$ cat config.mk
export PLATFORM = sky130hd
export DESIGN_NAME = flash_page_cache
export DESIGN_NICKNAME = d
export VERILOG_FILES = /design/src/rtl/fpc_pkg.sv /design/src/rtl/fpc_range_chk.sv /design/src/rtl/fpc_page_buf.sv /design/src/rtl/fpc_idx_cnt.sv /design/src/rtl/flash_page_cache.sv
export SDC_FILE = /design/constraint.sdc
export NUM_CORES = 1
export LEC_CHECK = 0
export CAP_MARGIN = 30
export CORE_MARGIN = 2
export CORE_UTILIZATION = 30
export DETAILED_ROUTE_END_ITERATION = 10
export GPL_ROUTABILITY_DRIVEN = 0
export SYNTH_ARGS = -nofsm -noshare
export SYNTH_HDL_FRONTEND = slang
export SYNTH_SLANG_ARGS = --single-unit
$ cat constraint.sdc
create_clock -name clk -period 6.9 [get_ports clk]
set_input_delay 1.38 -clock clk [delete_from_list [all_inputs] [get_ports clk]]
set_output_delay 1.38 -clock clk [all_outputs]
set_load 0.05 [all_outputs]
$ cat src/rtl/fpc_pkg.sv
// Shared encodings for the single-page flash cache.
package fpc_pkg;

    // Host command codes (values are part of the port contract)
    typedef enum logic [2:0] {
        OP_READ   = 3'd0,
        OP_WRITE  = 3'd1,
        OP_FLUSH  = 3'd2,
        OP_CFG_RD = 3'd3,
        OP_CFG_WR = 3'd4
    } op_e;

    // Controller states
    typedef enum logic [2:0] {
        ST_IDLE,
        ST_SEG,
        ST_WB,
        ST_FILL,
        ST_XFER,
        ST_DONE
    } state_e;

    // Why a write-back was started, which picks where it returns to
    typedef enum logic [1:0] {
        WB_MISS,
        WB_FLUSH,
        WB_COMMIT
    } wb_cause_e;

endpackage

$ cat src/rtl/fpc_range_chk.sv
// Range check for a linear access.
// Flags an access whose start is at or past LIMIT, or whose end
// (start + length) is past LIMIT. Assumes LIMIT fits in LEN_W+1 bits.
module fpc_range_chk #(
    parameter int ADDR_W = 8,
    parameter int LEN_W  = 9,
    parameter int LIMIT  = 240,
    localparam int SUM_W = LEN_W + 1
) (
    input  logic [ADDR_W-1:0] addr,
    input  logic [LEN_W-1:0]  len,
    output logic              bad
);

    logic [SUM_W-1:0] start_w;
    logic [SUM_W-1:0] end_w;

    // widen both operands so the sum cannot wrap
    always_comb begin
        start_w = SUM_W'(addr);
        end_w   = start_w + SUM_W'(len);
        bad     = (start_w >= SUM_W'(LIMIT)) || (end_w > SUM_W'(LIMIT));
    end

endmodule

$ cat src/rtl/fpc_page_buf.sv
// One-page byte buffer with one write port and one asynchronous read port.
// Contents are undefined after reset. The controller never reads a byte
// before it has been filled or written.
module fpc_page_buf #(
    parameter int PAGE_BYTES = 16,
    localparam int IDX_W     = $clog2(PAGE_BYTES)
) (
    input  logic             clk,
    input  logic             we,
    input  logic [IDX_W-1:0] waddr,
    input  logic [7:0]       wdata,
    input  logic [IDX_W-1:0] raddr,
    output logic [7:0]       rdata
);

    logic [7:0] mem [PAGE_BYTES];

    // store one byte per cycle
    always_ff @(posedge clk) begin
        if (we) begin
            mem[waddr] <= wdata;
        end
    end

    // combinational read for write-back and host reads
    assign rdata = mem[raddr];

endmodule

$ cat src/rtl/fpc_idx_cnt.sv
// Byte index used while streaming a page to or from the sequencer.
// It clears when asked, otherwise it steps once per transferred byte
// and wraps at the page size.
module fpc_idx_cnt #(
    parameter int IDX_W = 4
) (
    input  logic             clk,
    input  logic             rst_n,
    input  logic             clr,
    input  logic             inc,
    output logic [IDX_W-1:0] idx
);

    // step or clear the streaming index
    always_ff @(posedge clk) begin
        if (!rst_n || clr) begin
            idx <= '0;
        end else if (inc) begin
            idx <= idx + 1'b1;
        end
    end

endmodule

$ cat src/rtl/flash_page_cache.sv
// Single-page write-back cache in front of a page-level flash sequencer.
// Commands name an operation, a start address and a length. Bytes then move
// one per cycle: write bytes through wr_valid/wr_ready, read bytes out on
// rd_valid. Misses are resolved with whole-page write-back and fill requests
// to the sequencer. The last device page is reserved for configuration data.
// Assumes PAGE_COUNT is a power of two of at least 2, and TAG_W exceeds the
// page-number width.
module flash_page_cache
    import fpc_pkg::*;
#(
    parameter int PAGE_SHIFT  = 4,
    parameter int PAGE_COUNT  = 16,
    parameter int TAG_W       = 16,
    localparam int PAGE_BYTES = 1 << PAGE_SHIFT,
    localparam int DEV_BYTES  = PAGE_BYTES * PAGE_COUNT,
    localparam int ADDR_W     = $clog2(DEV_BYTES),
    localparam int LEN_W      = ADDR_W + 1
) (
    input  logic              clk,
    input  logic              rst_n,
    input  logic              cmd_valid,
    output logic              cmd_ready,
    input  logic [2:0]        cmd_op,
    input  logic [ADDR_W-1:0] cmd_addr,
    input  logic [LEN_W-1:0]  cmd_len,
    input  logic              wr_valid,
    output logic              wr_ready,
    input  logic [7:0]        wr_data,
    output logic              rd_valid,
    output logic [7:0]        rd_data,
    output logic              done,
    output logic              ok,
    output logic              pg_req,
    output logic              pg_wr,
    output logic [TAG_W-1:0]  pg_page,
    input  logic              pg_fill_valid,
    input  logic [7:0]        pg_fill_data,
    input  logic              pg_wb_take,
    output logic [7:0]        pg_wb_data,
    input  logic              pg_done
);

    localparam int PNUM_W     = ADDR_W - PAGE_SHIFT;
    localparam int DATA_BYTES = DEV_BYTES - PAGE_BYTES;
    localparam int CFG_PAGE   = PAGE_COUNT - 1;
    localparam logic [ADDR_W-1:0] CFG_BASE = ADDR_W'(CFG_PAGE * PAGE_BYTES);
    localparam logic [LEN_W-1:0]  PAGE_LEN = LEN_W'(PAGE_BYTES);
    localparam logic [TAG_W-1:0]  NO_PAGE  = '1;

    state_e                  state;
    op_e                     op_q;
    wb_cause_e               cause_q;
    logic [ADDR_W-1:0]       pos_q;
    logic [LEN_W-1:0]        rem_q;
    logic [TAG_W-1:0]        tag_q;
    logic [TAG_W-1:0]        tgt_q;
    logic                    dirty_q;
    logic                    fill_q;
    logic                    ok_q;
    logic                    rd_valid_q;
    logic [7:0]              rd_data_q;

    logic [PAGE_SHIFT-1:0]   off;
    logic [TAG_W-1:0]        seg_page;
    logic                    is_hit;
    logic                    whole_wr;
    logic                    is_rd_op;
    logic                    rng_bad;
    logic                    in_wb;
    logic                    in_fill;
    logic [PAGE_SHIFT-1:0]   idx;
    logic                    buf_we;
    logic [PAGE_SHIFT-1:0]   buf_waddr;
    logic [7:0]              buf_wdata;
    logic [PAGE_SHIFT-1:0]   buf_raddr;
    logic [7:0]              buf_rdata;

    // split the current position into page number and offset
    always_comb begin
        off      = pos_q[PAGE_SHIFT-1:0];
        seg_page = {{(TAG_W-PNUM_W){1'b0}}, pos_q[ADDR_W-1:PAGE_SHIFT]};
        is_hit   = (tag_q == seg_page);
        whole_wr = (op_q == OP_WRITE) && (off == '0) && (rem_q >= PAGE_LEN);
        is_rd_op = (op_q == OP_READ) || (op_q == OP_CFG_RD);
        in_wb    = (state == ST_WB);
        in_fill  = (state == ST_FILL);
    end

    // linear accesses must stay inside the data region
    fpc_range_chk #(
        .ADDR_W (ADDR_W),
        .LEN_W  (LEN_W),
        .LIMIT  (DATA_BYTES)
    ) u_range (
        .addr (cmd_addr),
        .len  (cmd_len),
        .bad  (rng_bad)
    );

    // streaming index for sequencer transfers
    fpc_idx_cnt #(
        .IDX_W (PAGE_SHIFT)
    ) u_idx (
        .clk   (clk),
        .rst_n (rst_n),
        .clr   (pg_done || !(in_wb || in_fill)),
        .inc   ((in_fill && pg_fill_valid) || (in_wb && pg_wb_take)),
        .idx   (idx)
    );

    // buffer port steering: fill bytes or host write bytes in; write-back or host read out
    always_comb begin
        buf_we    = (in_fill && pg_fill_valid) || (wr_valid && wr_ready);
        buf_waddr = in_fill ? idx : off;
        buf_wdata = in_fill ? pg_fill_data : wr_data;
        buf_raddr = in_wb ? idx : off;
    end

    fpc_page_buf #(
        .PAGE_BYTES (PAGE_BYTES)
    ) u_buf (
        .clk   (clk),
        .we    (buf_we),
        .waddr (buf_waddr),
        .wdata (buf_wdata),
        .raddr (buf_raddr),
        .rdata (buf_rdata)
    );

    // command sequencing, tag and dirty tracking
    always_ff @(posedge clk) begin
        if (!rst_n) begin
            state      <= ST_IDLE;
            op_q       <= OP_READ;
            cause_q    <= WB_MISS;
            pos_q      <= '0;
            rem_q      <= '0;
            tag_q      <= NO_PAGE;
            tgt_q      <= NO_PAGE;
            dirty_q    <= 1'b0;
            fill_q     <= 1'b0;
            ok_q       <= 1'b0;
            rd_valid_q <= 1'b0;
            rd_data_q  <= '0;
        end else begin
            rd_valid_q <= 1'b0;
            case (state)
                ST_IDLE: begin
                    if (cmd_valid) begin
                        op_q  <= op_e'(cmd_op);
                        rem_q <= cmd_len;
                        ok_q  <= 1'b1;
                        case (op_e'(cmd_op))
                            OP_READ, OP_WRITE: begin
                                pos_q <= cmd_addr;
                                if (rng_bad) begin
                                    ok_q  <= 1'b0;
                                    state <= ST_DONE;
                                end else if (cmd_len == '0) begin
                                    state <= ST_DONE;
                                end else begin
                                    state <= ST_SEG;
                                end
                            end
                            OP_CFG_RD, OP_CFG_WR: begin
                                pos_q <= CFG_BASE;
                                if (cmd_len > PAGE_LEN) begin
                                    ok_q  <= 1'b0;
                                    state <= ST_DONE;
                                end else begin
                                    state <= ST_SEG;
                                end
                            end
                            OP_FLUSH: begin
                                cause_q <= WB_FLUSH;
                                state   <= dirty_q ? ST_WB : ST_DONE;
                            end
                            default: begin
                                ok_q  <= 1'b0;
                                state <= ST_DONE;
                            end
                        endcase
                    end
                end
                ST_SEG: begin
                    if (is_hit) begin
                        state <= ST_XFER;
                    end else begin
                        tgt_q   <= seg_page;
                        fill_q  <= !whole_wr;
                        cause_q <= WB_MISS;
                        if (dirty_q) begin
                            state <= ST_WB;
                        end else begin
                            tag_q <= seg_page;
                            state <= whole_wr ? ST_XFER : ST_FILL;
                        end
                    end
                end
                ST_WB: begin
                    if (pg_done) begin
                        dirty_q <= 1'b0;
                        if (cause_q == WB_MISS) begin
                            tag_q <= tgt_q;
                            state <= fill_q ? ST_FILL : ST_XFER;
                        end else begin
                            state <= ST_DONE;
                        end
                    end
                end
                ST_FILL: begin
                    if (pg_done) begin
                        state <= ST_XFER;
                    end
                end
                ST_XFER: begin
                    if (rem_q == '0) begin
                        if (op_q == OP_CFG_WR) begin
                            dirty_q <= 1'b1;
                            cause_q <= WB_COMMIT;
                            state   <= ST_WB;
                        end else begin
                            state <= ST_DONE;
                        end
                    end else if (is_rd_op || wr_valid) begin
                        if (is_rd_op) begin
                            rd_valid_q <= 1'b1;
                            rd_data_q  <= buf_rdata;
                        end else begin
                            dirty_q <= 1'b1;
                        end
                        pos_q <= pos_q + 1'b1;
                        rem_q <= rem_q - 1'b1;
                        if ((off == '1) && (rem_q > LEN_W'(1))) begin
                            state <= ST_SEG;
                        end
                    end
                end
                ST_DONE: begin
                    state <= ST_IDLE;
                end
                default: begin
                    state <= ST_IDLE;
                end
            endcase
        end
    end

    // port outputs
    assign cmd_ready  = (state == ST_IDLE);
    assign wr_ready   = (state == ST_XFER) && !is_rd_op && (rem_q != '0);
    assign rd_valid   = rd_valid_q;
    assign rd_data    = rd_data_q;
    assign done       = (state == ST_DONE);
    assign ok         = ok_q;
    assign pg_req     = in_wb || in_fill;
    assign pg_wr      = in_wb;
    assign pg_page    = tag_q;
    assign pg_wb_data = buf_rdata;

endmodule

==> results by group <==
CTS
  • CTS Hold Buffers Added: 0
  • Setup Buffers After CTS: 0
  • CTS buffer count: 17
  • Max H-tree Level: 4
  • CTS max path bufs: 2
  • Clk_lat worst skew: 0.44 ns
  • CTS tree: yes
  • Clock-pin slew on the worst setup and hold paths: 0.07 ns
  • CTS root buffer: clkbuf_16
  • Post-CTS sizing: 0
  • Total number of clock tree sinks: 179

Critical path
  • CP max stage delay: 0.80 ns
  • Worst reg2reg path depth: 7
  • Critical Path AT: 4.27 ns
  • Worst Path Max Fanout: 15
  • Startpoint types: flop
  • Worst setup EP type: primary output
  • Reg-to-reg critical path startpoint: state[0]$_SDFFE_PN0P_
  • Start point of the critical path: state[0]$_SDFFE_PN0P_
  • Worst EP required: 5.52 ns
  • Critical setup path kind: flop to primary output
  • Critical-path top delay cell: clkdlybuf4s50_1
  • Crit path cell chain: or3b_1, mux2i_4, buf_4, mux2i_1, a22oi_1, a21oi_1, o21ba_1, clkdlybuf4s50_1

Finish
  • Final net count: 876
  • Layout cells sized above 1: 0.0769
  • Most common cell after layout, fill and taps aside: edfxtp_1
  • # diodes: 0
  • Fill cells: 2856
  • Storage element area: 0.00486 sq mm
  • Area grow syn2layout: 18.8%
  • Most frequent cells in the layout: 128 x edfxtp_1, 95 x mux2i_1, 81 x clkdlybuf4s50_1, 76 x nor2_1, 51 x dfxtp_1
  • Area occupied by multi-input gates: 0.00366 sq mm

Synthesis
  • Warnings from Yosys: 0
  • Mean post-synth cell area: 11.8 sq um
  • Syn Nets: 813
  • Synth Instances: 756
  • EDFF count, synth: 128
  • Fraction of registers with async set/reset: 0
  • Ys flop type: edfxtp_1
  • Seq/Total Area, Yosys: 0.548
  • Post-synth cell types: 70
  • Netlist Area Pre-Place: 0.00888 sq mm
  • Flops & latches, synth: 179

Drt
  • Starting DRT DRC Count: 455
  • DRC errors left: 0
  • Detailed Route WL: 21600 microns
  • Routed Antenna Nets: 0
  • DR vias: 6126
  • Pre-antenna DRT Iters: 4
  • Routed vias/inst: 5.01
  • WL per Instance: 17.7 microns

STA
  • Final Hold Fails: 0
  • Worst hold margin: 0.450 ns
  • Final Cycle Share: 0.820
  • Relative slew slack: 0.344
  • Post-layout min period: 5.65 ns
  • Worst slew pin tran: 0.980 ns
  • Setup TNS: 0 ns
  • Unrepaired setup endpoints after global routing: no
  • Setup violators final: 0
  • Pins Over Slew Limit: 0
  • Clk_skew: 0.0124 ns
  • FMAX: 0.177 GHz

Placement
  • IO Port Bufs: 81
  • Placed wire-length estimate: 15400 microns

GRT
  • First-pass GRT wire length: 33400 microns
  • Vias in the first global route: 5876
  • Largest net degree at the start of global routing: 35
  • GRT Util Overall: 0.142
  • Antenna violations before repair: 0
  • GRT Residual Overflow: 0

Job
  • Maxcap violations: 0

Worst hold path
  • Hold-critical path depth: 2
  • Worst hold start: tgt_q[14]$_SDFFE_PN1P_
  • Worst hold path class: flop to flop

Floorplanning
  • Core Area: 0.0294 sq mm
  • Die height: 176 microns
  • Effective utilization at floorplan: 0.302
  • Die area: 0.0310 sq mm
  • Row cnt: 63
  • Ports: 82
  • Die X: 176 microns

Power and ir drop
  • Worst VDD drop: 0.000217 V
  • P per Cell Area: 374 mW/mm^2
  • Leakage: 4.11 nW
  • Pwr Total: 3.95 mW

Run status
  • Outcome: finished, final reports clean
through the flow:
| step | instance area [sq um] | worst slack, ns | cells | util |
|---|---|---|---|---|
| floorplan | 8880 | 3.29 | 756 | - |
| finish | 10600 | 1.25 | 1222 | 0.359 |
| detailed placement | 9990 | 1.70 | 1190 | 0.340 |
| CTS | 10600 | 1.22 | 1222 | 0.359 |
| global placement | 9970 | 1.73 | 1188 | 0.339 |
| global route | 10600 | 0.973 | 1222 | 0.359 |
cells by family (layout without fill, tap and decap cells):
family | count (synthesis) | in the layout | synth area share
AND/OR/NAND/NOR | 203 | 203 | 0.111
XOR/XNOR | 13 | 13 | 0.0128
flip-flops | 179 | 179 | 0.548
adder cells (fa/ha/maj) | 14 | 14 | 0.0206
buffers and inverters | 69 | 145 | 0.0404
multiplexers | 115 | 115 | 0.136
AO/OA/AOI/OAI | 163 | 163 | 0.131
power breakdown:
part / internal, mW / switching, mW
sequential: 1.26 / 0.124
combinational: 0.623 / 1.01
clock: 0.477 / 0.454
total: 2.36 / 1.59
final timing paths:
kind	to	slack [ns]
hold reg to reg	tgt_q[14]$_SDFFE_PN1P_	0.45
hold / removal	tgt_q[14]$_SDFFE_PN1P_	0.45
setup reg to reg	rd_data[6]$_SDFFE_PN0P_	3.50
setup / recovery	pg_wb_data[7]	1.25
cell usage after synthesis, types with 4 or more instances:
| cell | count | area share |
|---|---|---|
| a21oi_1 | 47 | 0.026 |
| dfxtp_1 | 51 | 0.11 |
| nor2b_1 | 4 | 0.0028 |
| and2_1 | 5 | 0.0035 |
| mux2i_1 | 95 | 0.11 |
| o21ba_1 | 8 | 0.0090 |
| nor3b_1 | 9 | 0.0076 |
| mux2_1 | 8 | 0.010 |
| buf_4 | 15 | 0.013 |
| ha_1 | 13 | 0.018 |
| o21ai_0 | 9 | 0.0051 |
| and3_1 | 13 | 0.0092 |
| o221a_1 | 7 | 0.0089 |
| o21a_1 | 4 | 0.0034 |
| clkbuf_1 | 23 | 0.0097 |
| inv_1 | 19 | 0.0080 |
| nand2_1 | 49 | 0.021 |
| o22ai_1 | 4 | 0.0028 |
| a221o_1 | 10 | 0.011 |
| nand3_1 | 9 | 0.0051 |
| xor2_1 | 10 | 0.0099 |
| edfxtp_1 | 128 | 0.43 |
| a22oi_1 | 18 | 0.015 |
| a211oi_1 | 8 | 0.0068 |
| mux2_2 | 9 | 0.011 |
| nor3_1 | 6 | 0.0034 |
| a21o_1 | 4 | 0.0034 |
| a31oi_1 | 6 | 0.0042 |
| nand2b_1 | 7 | 0.0049 |
| o21ai_1 | 5 | 0.0028 |
| o211ai_1 | 6 | 0.0051 |
| buf_2 | 5 | 0.0028 |
| nor2_1 | 76 | 0.032 |
routing by layer:
layer | track usage | up-vias | part of all wire
li1 | - | 2972 | -
met1 | 0.185 | 2973 | 0.45
met2 | 0.235 | 162 | 0.49
met3 | 0.0340 | 19 | 0.053
met4 | 0.0382 | 0 | 0.012
met5 | 0 | - | 0
registers in the layout, indices dropped and copies added, names as in the netlist:
signal and count:
u_buf.mem 128, rem_q 9, pos_q 8, rd_data 8, pg_page 5, tgt_q 5, u_idx.idx 4, op_q 3
state 3, cause_q 2, dirty_q 1, fill_q 1, ok 1, rd_valid 1
final cells by class:
class                           instances  share of cell area
Sequential cell                       179               0.461
Multi-Input combinational cell        508               0.347
Timing Repair Buffer                   91              0.0840
Tap cell                              390              0.0462
Clock buffer                           17              0.0403
Clock inverter                         15              0.0133
Inverter                               22             0.00783
worst max-delay path: cells and delay by family (launching register included):
kind                   cells  cell delay (ns)
multiplexers               2             0.86
AND/OR/NAND/NOR            1             0.65
AO/OA/AOI/OAI              3             0.57
buffers and inverters      2             1.18
flip-flops                 1             0.56
No activity file was read; power rests on OpenSTA's default activity.
